### src/rtl/sbw_pkg.sv
package sbw_pkg;
   localparam logic [7:0] CMD_WR_INC = 8'h01;
   localparam logic [7:0] CMD_RD_INC = 8'h02;
   localparam logic [7:0] CMD_WR_FIX = 8'h03;
   localparam logic [7:0] CMD_RD_FIX = 8'h04;

   typedef enum logic [2:0] {
      ST_IDLE,
      ST_LEN,
      ST_ADDR,
      ST_WDATA,
      ST_WBUS,
      ST_RBUS,
      ST_RSEND
   } sbw_state_e;
endpackage

### src/rtl/sbw_byte_packer.sv
module sbw_byte_packer #(
   parameter int W = 32
) (
   input  logic         clk,
   input  logic         rst_n,
   input  logic         take,
   input  logic [7:0]   byte_i,
   output logic [W-1:0] word_o,
   output logic         last_o
);
   localparam int NB = W / 8;

   generate
      if (NB == 1) begin : g_single
         assign word_o = byte_i;
         assign last_o = 1'b1;
      end else begin : g_multi
         localparam int CW = $clog2(NB);
         logic [W-9:0]  held;
         logic [CW-1:0] cnt;

         assign word_o = {held, byte_i};
         assign last_o = (cnt == CW'(NB - 1));

         always_ff @(posedge clk or negedge rst_n) begin
            if (!rst_n) begin
               held <= '0;
               cnt  <= '0;
            end else if (take) begin
               held <= word_o[W-9:0];
               cnt  <= cnt + 1'b1;
            end
         end
      end
   endgenerate
endmodule

### src/rtl/sbw_byte_unpacker.sv
module sbw_byte_unpacker #(
   parameter int W = 32
) (
   input  logic         clk,
   input  logic         rst_n,
   input  logic         load,
   input  logic [W-1:0] word_i,
   input  logic         take,
   output logic [7:0]   byte_o,
   output logic         last_o
);
   localparam int NB = W / 8;

   generate
      if (NB == 1) begin : g_single
         logic [7:0] hold;
         always_ff @(posedge clk or negedge rst_n) begin
            if (!rst_n)    hold <= '0;
            else if (load) hold <= word_i;
         end
         assign byte_o = hold;
         assign last_o = 1'b1;
      end else begin : g_multi
         localparam int CW = $clog2(NB);
         logic [W-1:0]  shreg;
         logic [CW-1:0] cnt;

         assign byte_o = shreg[W-1:W-8];
         assign last_o = (cnt == CW'(NB - 1));

         always_ff @(posedge clk or negedge rst_n) begin
            if (!rst_n) begin
               shreg <= '0;
               cnt   <= '0;
            end else if (load) begin
               shreg <= word_i;
               cnt   <= '0;
            end else if (take) begin
               shreg <= {shreg[W-9:0], 8'h00};
               cnt   <= cnt + 1'b1;
            end
         end
      end
   endgenerate
endmodule

### src/rtl/sbw_addr_step.sv
module sbw_addr_step #(
   parameter int AW = 32
) (
   input  logic          clk,
   input  logic          rst_n,
   input  logic          load,
   input  logic [AW-1:0] load_val,
   input  logic          step,
   input  logic          incr,
   output logic [AW-1:0] addr_o
);
   always_ff @(posedge clk or negedge rst_n) begin
      if (!rst_n)            addr_o <= '0;
      else if (load)         addr_o <= load_val;
      else if (step && incr) addr_o <= addr_o + 1'b1;
   end
endmodule

### src/rtl/sbw_bridge.sv
module sbw_bridge #(
   parameter int DATA_W = 32,
   parameter int ADDR_W = 32
) (
   input  logic                clk,
   input  logic                rst_n,
   input  logic                in_valid,
   output logic                in_ready,
   input  logic [7:0]          in_data,
   output logic                out_valid,
   input  logic                out_ready,
   output logic [7:0]          out_data,
   output logic                wb_cyc_o,
   output logic                wb_stb_o,
   output logic                wb_we_o,
   output logic [ADDR_W-1:0]   wb_adr_o,
   output logic [DATA_W/8-1:0] wb_sel_o,
   output logic [DATA_W-1:0]   wb_dat_o,
   input  logic [DATA_W-1:0]   wb_dat_i,
   input  logic                wb_ack_i
);
   import sbw_pkg::*;

   localparam int DBYTES = DATA_W / 8;
   localparam int ABYTES = ADDR_W / 8;
   localparam int LEN_W  = 8;

   generate
      if ((DATA_W % 8) != 0 || (DBYTES & (DBYTES - 1)) != 0) begin : g_bad_data
         $error("sbw_bridge: DATA_W must be a power-of-two number of bytes");
      end
      if ((ADDR_W % 8) != 0 || (ABYTES & (ABYTES - 1)) != 0) begin : g_bad_addr
         $error("sbw_bridge: ADDR_W must be a power-of-two number of bytes");
      end
   endgenerate

   sbw_state_e         state, state_nxt;
   logic               is_wr, is_inc;
   logic [LEN_W-1:0]   len_q, wcnt;
   logic [DATA_W-1:0]  wdata_q;
   logic               in_fire, out_fire, bus_ack;
   logic               cmd_ok, cmd_wr, cmd_inc;
   logic               a_take, a_last, d_take, d_last, u_last;
   logic [ADDR_W-1:0]  a_word;
   logic [DATA_W-1:0]  d_word;

   // full-value compare of each command code
   always_comb begin
      cmd_wr  = (in_data == CMD_WR_INC) || (in_data == CMD_WR_FIX);
      cmd_inc = (in_data == CMD_WR_INC) || (in_data == CMD_RD_INC);
      cmd_ok  = cmd_wr || (in_data == CMD_RD_INC) || (in_data == CMD_RD_FIX);
   end

   assign in_ready  = (state == ST_IDLE) || (state == ST_LEN) ||
                      (state == ST_ADDR) || (state == ST_WDATA);
   assign in_fire   = in_valid && in_ready;
   assign out_valid = (state == ST_RSEND);
   assign out_fire  = out_valid && out_ready;
   assign wb_cyc_o  = (state == ST_WBUS) || (state == ST_RBUS);
   assign wb_stb_o  = wb_cyc_o;
   assign wb_we_o   = (state == ST_WBUS);
   assign wb_sel_o  = '1;
   assign wb_dat_o  = wdata_q;
   assign bus_ack   = wb_cyc_o && wb_ack_i;
   assign a_take    = in_fire && (state == ST_ADDR);
   assign d_take    = in_fire && (state == ST_WDATA);

   sbw_byte_packer #(.W(ADDR_W)) u_addr_pack (
      .clk(clk), .rst_n(rst_n), .take(a_take), .byte_i(in_data),
      .word_o(a_word), .last_o(a_last)
   );

   sbw_byte_packer #(.W(DATA_W)) u_data_pack (
      .clk(clk), .rst_n(rst_n), .take(d_take), .byte_i(in_data),
      .word_o(d_word), .last_o(d_last)
   );

   sbw_byte_unpacker #(.W(DATA_W)) u_rd_unpack (
      .clk(clk), .rst_n(rst_n), .load(bus_ack && !wb_we_o), .word_i(wb_dat_i),
      .take(out_fire), .byte_o(out_data), .last_o(u_last)
   );

   sbw_addr_step #(.AW(ADDR_W)) u_addr (
      .clk(clk), .rst_n(rst_n), .load(a_take && a_last), .load_val(a_word),
      .step(bus_ack), .incr(is_inc), .addr_o(wb_adr_o)
   );

   always_comb begin
      state_nxt = state;
      unique case (state)
         ST_IDLE:  if (in_fire && cmd_ok) state_nxt = ST_LEN;
         ST_LEN:   if (in_fire) state_nxt = ST_ADDR;
         ST_ADDR:  if (a_take && a_last) begin
                      if (len_q == '0) state_nxt = ST_IDLE;
                      else if (is_wr)  state_nxt = ST_WDATA;
                      else             state_nxt = ST_RBUS;
                   end
         ST_WDATA: if (d_take && d_last) state_nxt = ST_WBUS;
         ST_WBUS:  if (wb_ack_i)
                      state_nxt = ((wcnt + 1'b1) == len_q) ? ST_IDLE : ST_WDATA;
         ST_RBUS:  if (wb_ack_i) state_nxt = ST_RSEND;
         ST_RSEND: if (out_fire && u_last)
                      state_nxt = (wcnt == len_q) ? ST_IDLE : ST_RBUS;
         default:  state_nxt = ST_IDLE;
      endcase
   end

   always_ff @(posedge clk or negedge rst_n) begin
      if (!rst_n) begin
         state   <= ST_IDLE;
         is_wr   <= 1'b0;
         is_inc  <= 1'b0;
         len_q   <= '0;
         wcnt    <= '0;
         wdata_q <= '0;
      end else begin
         state <= state_nxt;
         if (state == ST_IDLE && in_fire && cmd_ok) begin
            is_wr  <= cmd_wr;
            is_inc <= cmd_inc;
         end
         if (state == ST_LEN && in_fire) begin
            len_q <= in_data;
            wcnt  <= '0;
         end
         if (bus_ack)           wcnt    <= wcnt + 1'b1;
         if (d_take && d_last)  wdata_q <= d_word;
      end
   end
endmodule

### config.mk
export PLATFORM = sky130hd
export DESIGN_NAME = sbw_bridge
export DESIGN_NICKNAME = d
export VERILOG_FILES = /design/src/rtl/sbw_pkg.sv /design/src/rtl/sbw_byte_packer.sv /design/src/rtl/sbw_byte_unpacker.sv /design/src/rtl/sbw_addr_step.sv /design/src/rtl/sbw_bridge.sv
export SDC_FILE = /design/constraint.sdc
export NUM_CORES = 1
export LEC_CHECK = 0
export BUFFER_PORTS_ARGS = -buffer_cell sky130_fd_sc_hd__buf_2
export CAP_MARGIN = 20
export CORE_MARGIN = 5
export CORE_UTILIZATION = 35
export DETAILED_ROUTE_END_ITERATION = 8
export GPL_TIMING_DRIVEN = 0
export PLACE_DENSITY = 0.6
export REMOVE_ABC_BUFFERS = 1
export SYNTH_ARGS = -nofsm -noshare
export SYNTH_HDL_FRONTEND = slang
export SYNTH_SLANG_ARGS = --single-unit
### constraint.sdc
create_clock -name clk -period 2.2 [get_ports clk]
set_input_delay 0.22 -clock clk [delete_from_list [all_inputs] [get_ports clk]]
set_output_delay 0.22 -clock clk [all_outputs]
set_load 0.02 [all_outputs]
==> results of run 1 <==
==> worst paths after layout <==
kind                                            endpoint  cells after the start
max                                             state[1]                      6
min                        u_rd_unpack.g_multi.shreg[14]                      3
max reg2reg                                     state[1]                      6
min reg2reg                u_rd_unpack.g_multi.shreg[25]                      2
max in group asynchronous               u_addr.addr_o[1]                      3
min in group asynchronous  u_rd_unpack.g_multi.shreg[24]                      2
==> critical path: stages (launching register included) <==
cell	delay, ns
dfrtp_1	0.47
nand2_2	0.13
o21a_1	0.21
or4_4	0.48
a32o_1	0.27
nand4bb_1	0.19
a32o_1	0.23
==> routing by layer <==
layer | track usage [%] | routed length [um] | vias to the layer above
li1 | - | - | 2833
met1 | 21.6 | 9070 | 2946
met2 | 22.7 | 8790 | 170
met3 | 4.26 | 1050 | 15
met4 | 3.68 | 199 | 0
met5 | 0 | 0 | -
==> cell families (layout without fill, tap and decap cells) <==
| family | count (synthesis) | in the layout | synth area share [%] |
|---|---|---|---|
| AOI/OAI and AO/OA | 137 | 137 | 11.6 |
| xor gates and xnor gates | 24 | 24 | 2.65 |
| adders and majority gates | 5 | 5 | 0.790 |
| buffers and inverters | 61 | 191 | 4.04 |
| DFF | 171 | 171 | 54.0 |
| muxes | 84 | 84 | 11.9 |
| other | 1 | 4 | 0.0474 |
| and+or+nand+nor | 247 | 247 | 14.9 |
==> cells in the mapped netlist, types with 3 or more instances <==
cell type,n
o22ai_1,3
inv_1,11
o21ai_0,51
nor2_1,22
o311ai_0,16
nand4_1,7
nor4_1,8
nor3_1,6
a221o_1,7
nand3_1,17
nand2b_1,3
nand2_1,146
and3_1,5
mux2_2,83
buf_6,3
buf_1,4
clkbuf_1,23
and2_1,5
o211ai_1,3
a21oi_1,9
a31oi_1,8
dfrtp_1,171
a22oi_1,27
buf_2,5
ha_1,5
xor2_1,12
buf_4,14
xnor2_1,12
nor3b_1,4
==> sequential cells by signal, indices dropped and copies added (netlist names) <==
signal / cells
wb_dat_o: 32
is_wr: 1
u_rd_unpack.g_multi.shreg: 32
state: 3
wcnt: 8
u_addr_pack.g_multi.held: 24
u_data_pack.g_multi.held: 24
is_inc: 1
u_addr_pack.g_multi.cnt: 2
u_addr.addr_o: 32
u_rd_unpack.g_multi.cnt: 2
len_q: 8
u_data_pack.g_multi.cnt: 2
==> power by group through the flow <==
stage	clock [mW]	combinational, mW	sequential (mW)
2_1_floorplan	0	2.19	6.11
3_3_place_gp	0	4.01	5.68
3_5_place_dp	0	4.20	5.73
4_1_cts	3.20	4.25	5.68
5_1_grt	3.35	4.59	5.92
6_report	3.10	4.19	5.70
==> layout make-up <==
cell class,instances,area share [%]
Multi-Input combinational cell,501,35.1
Clock inverter,13,1.65
Timing Repair Buffer,148,10.1
Inverter,11,0.427
Tap cell,285,3.68
Clock buffer,19,4.68
Sequential cell,171,44.4
==> what timing repair did <==
action / CTS / global route
pin swaps: 2 / 1
setup endpoints to repair: 53 / 41
setup buffers: 3 / 2
cloned: 0 / 0
endpoints found under the hold margin: 82 / 0
gates resized for setup: 12 / 17
hold buffers: 11 / 0
==> impl_metrics.ini, run 1 <==
[sta]
fin_hold_ws_ns = 0.0127
setup_ws_ns = 0.0949
period_share_pct = 95.7
worstMarginPinSlew_ns = 0.560
fin_crit_ns = 2.11
final.setup.tns_ns = 0
fmax_ghz = 0.475
slew_headroom_pct = 62.7
slew_viol_final = 0
finalHoldViolCount = 0
grt_setup_unrepaired = false
final.setup_skew_ns = 0.0107
finalSetupViolations = 0

[routing]
viasPerCell = 5.20
first_pass_iters = 5
drt_first_iter_violations = 447
wire_per_inst_um = 16.6
wl_um = 19100
drc = 0
vias = 5964
postRouteAntennaNets = 0

[floorplan]
start_util_pct = 35.3
fp-row-count = 55
dieArea_sq_um = 25700
die_h_um = 160
io_pins = 126
core-area_sq_um = 22400
die_w_um = 160

[clocking]
insertion_delay_ns = 0.43
path_clk_slew_ns = 0.07
cts.sinks = 171
cts_tree = yes
numCtsBuffers = 17
h-tree-depth = 4
cts_buffer_depth = 2
cts_root_buf = clkbuf_16

[layout]
nets = 900
fillerInstances = 2129
fin_util_pct = 43.1
area_delta_synth_final_pct = 22.2
fin_cells = 1148
drive_above_1_share_pct = 33.1
layout_commonest_cell = dfrtp_1
multi_input_area_sq_um = 3400
final_cell_mix = dfrtp_1 (160), nand2_1 (143), buf_2 (120), mux2_2 (83), o21ai_0 (51)
antenna_cells = 0
seqCellArea_sq_um = 4290
finalInstanceArea_sq_um = 9680

[synthesis]
syn-instance-count = 730
synth-edff-count = 0
synth_seq_cells = 171
async_flop_share_pct = 100
ys_warn_count = 0
synth_top_area_share_pct = 54.0
synth_top_area_cell = dfrtp_1
synth_area_per_cell_sq_um = 10.8
post_synth_num_cell_types = 63
synth_top_flop_cell = dfrtp_1
netlist_area_sq_um = 7920
ys_seq_area_share_pct = 54.0
yosys-top-cells-area = dfrtp_1 (54%), mux2_2 (12%), nand2_1 (6.9%)

[global_routing]
grt_pass1_vias = 5903
grt_max_degree = 100
grt.overflow.total = 0
grt_usage_pct = 15.1
grt_pass1_wl_um = 31900
antenna_found_initial = 0

[pwr]
p_per_area_nw_per_um2 = 1340
p_clk_share_pct = 23.9
pwr-share-comb_pct = 32.3
p_total_mw = 13.0
swShare_pct = 36.7
power_leakage_nw = 4.52
p_sw_mw = 4.77
internal_power_mw = 8.23
sequentialPowerShare_pct = 43.9
peakVddDrop_mv = 0.746

[critical_path]
crit_path_max_fanout = 6
cp.required_ns = 2.50
r2r_slack_ns = 0.09
startpoint = wcnt[4]
crit_path_end_kind = flip-flop
startpoint_type = flip-flop
arrival_ns = 2.41
criticalPathCategory = flip-flop to flip-flop
rr_startpoint = wcnt[4]

[job]
maxCapViolCount = 0

[placement]
portBuffers = 121
dp_hpwl_um = 12900
dpl_cell_area_sq_um = 8860
dp_slack_ns = -0.829
placed_cells = 1100
routabilityCongestion = 0.807

[worst_hold_path]
hp-start = wb_dat_i[14]
hold_path_class = input pin to flip-flop

[status]
status = finished clean
Power figures use the tool's default switching activity.
==> inputs of run 2 (changes only) <==
Settings changed: CTS_BUF_LIST set to sky130_fd_sc_hd__clkbuf_8 sky130_fd_sc_hd__clkbuf_16, SETUP_SLACK_MARGIN set to 0.1.
==> run 2 against run 1 <==
  * Register-to-register slack gained 0.09 ns
  * Sequential power is essentially flat
  * Utilization grew 0.91 points
  * Count of clock-buffer cells in the layout is the same
  * Critical endpoint unchanged
  * Wire length grew 1.6%
  * Largest cell class unchanged
==> impl_metrics.ini, run 2 (same netlist as run 1, synthesis figures left out) <==
[critical_path]
timing.critical_path.mode_cell = a32o_1
crit_path_max_fanout = 6
crit_path_end_kind = flip-flop
slowest_stage = or4_4
startpoint_type = flip-flop
arrival_ns = 2.32
criticalPathCategory = flip-flop to flip-flop
r2r_cells = 6
crit_chain = nand2_2 > o21a_1 > or4_4 > a32o_1 > nand4bb_1 > a32o_1
cp.required_ns = 2.50
cp_slowest_stage_delay_ns = 0.48

[sta]
slew_headroom_pct = 62.7
fin_crit_ns = 2.01
finalSetupViolations = 0
period_share_pct = 91.5
fin_hold_ws_ns = 0.0130
fmax_ghz = 0.497
grt_setup_unrepaired = false
finalHoldViolCount = 0
setup_ws_ns = 0.188
final.setup_skew_ns = 0.0103
slew_viol_final = 0
worstMarginPinSlew_ns = 0.560

[placement]
portBuffers = 121
routabilityCongestion = 0.807
dp_hpwl_um = 12900
dpl_cell_area_sq_um = 8860
dp_slack_ns = -0.829

[layout]
finalInstanceArea_sq_um = 9880
nets = 923
area_delta_synth_final_pct = 24.8
multi_input_area_sq_um = 3420
fillerInstances = 2129
seqCellArea_sq_um = 4300
final_cell_mix = dfrtp_1 (156), nand2_1 (141), buf_2 (120), mux2_2 (83), o21ai_0 (51)
drive_above_1_share_pct = 35.9
layout_commonest_cell = dfrtp_1

[floorplan]
core-area_sq_um = 22400
fp-row-count = 55
dieArea_sq_um = 25700
die_h_um = 160
start_util_pct = 35.3
die_w_um = 160
io_pins = 126

[clocking]
path_clk_slew_ns = 0.07
cts_buffer_depth = 2
h-tree-depth = 4
insertion_delay_ns = 0.43
cts_tree = yes
cts_root_buf = clkbuf_16
cts.sinks = 171
numCtsBuffers = 17

[worst_hold_path]
hold_path_class = input pin to flip-flop
hold-path-cell-count = 3

[routing]
drc = 0
first_pass_iters = 5
viasPerCell = 5.19
postRouteAntennaNets = 0
wire_per_inst_um = 16.6
drt_first_iter_violations = 472
vias = 6083
wl_um = 19400

[status]
status = finished clean

[global_routing]
grt_usage_pct = 15.1
grt_pass1_wl_um = 32000
grt_max_degree = 100
grt_pass1_vias = 5912
grt.overflow.total = 0
antenna_found_initial = 0

[job]
maxCapViolCount = 0

[pwr]
power_leakage_nw = 4.63
p_per_area_nw_per_um2 = 1330
peakVddDrop_mv = 0.753
[run 2: layout make-up]
class,instances,share of cell area [%]
sequential,171,43.5
multi-input combinational,501,34.6
timing repair buffer,171,11.6
clock buffer,19,4.58
tap,285,3.61
clock inverter,13,1.62
inverter,11,0.418
antenna,1,0.0253
[run 2: stage by stage]
| step | setup TNS, ns | instances | total power [mW] | utilization (%) |
|---|---|---|---|---|
| 3_5_place_dp | -21.55 | 1100 | 9.93 | 39.5 |
| 5_1_grt | 0 | 1171 | 14.0 | 44.0 |
| 2_1_floorplan | -133.72 | 683 | 8.30 | - |
| 4_1_cts | 0 | 1147 | 13.1 | 43.0 |
| 3_3_place_gp | -636.49 | 1089 | 9.69 | 38.4 |
| 6_report | 0 | 1172 | 13.2 | 44.1 |
[run 2: final timing paths]
| kind | startpoint | to | slack (ns) |
|---|---|---|---|
| hold reg to reg | u_rd_unpack.g_multi.shreg[25] | u_rd_unpack.g_multi.shreg[25] | 0.47 |
| hold / removal | wb_dat_i[14] | u_rd_unpack.g_multi.shreg[14] | 0.01 |
| setup reg to reg | wcnt[3] | state[1] | 0.19 |
| min in group asynchronous | rst_n | u_rd_unpack.g_multi.shreg[24] | 0.35 |
| max in group asynchronous | rst_n | u_addr.addr_o[0] | 0.92 |
| setup / recovery | wcnt[3] | state[1] | 0.19 |
[run 2: worst max-delay path, delay by kind of cell, from the launching register on]
family | cells | cell delay [ns]
AOI/OAI and AO/OA | 3 | 0.71
and+or+nand+nor | 3 | 0.77
DFF | 1 | 0.41
[run 2: power by group]
group / switching, mW / internal [mW] / total [mW]
Combinational: 2.34 / 2.05 / 4.39
Clock: 1.33 / 1.77 / 3.11
Sequential: 1.15 / 4.53 / 5.69
Total: 4.83 / 8.36 / 13.2
[run 2: timing repair]
| action | in CTS | in global routing |
|---|---|---|
| pin swaps | 2 | 7 |
| setup endpoints to repair | 58 | 66 |
| hold buffers | 11 | 0 |
| resized for setup | 22 | 18 |
| endpoints found under the hold margin | 82 | 0 |
| setup buffers | 4 | 24 |
[run 2: layer usage]
| metal | part of all wire, % | track usage, % | routed length, um |
|---|---|---|---|
| met1 | 48 | 21.8 | 9350 |
| met2 | 46 | 22.6 | 8900 |
| met3 | 4.9 | 4.26 | 960 |
| met4 | 1.1 | 3.95 | 209 |
| met5 | 0 | 0 | 0 |
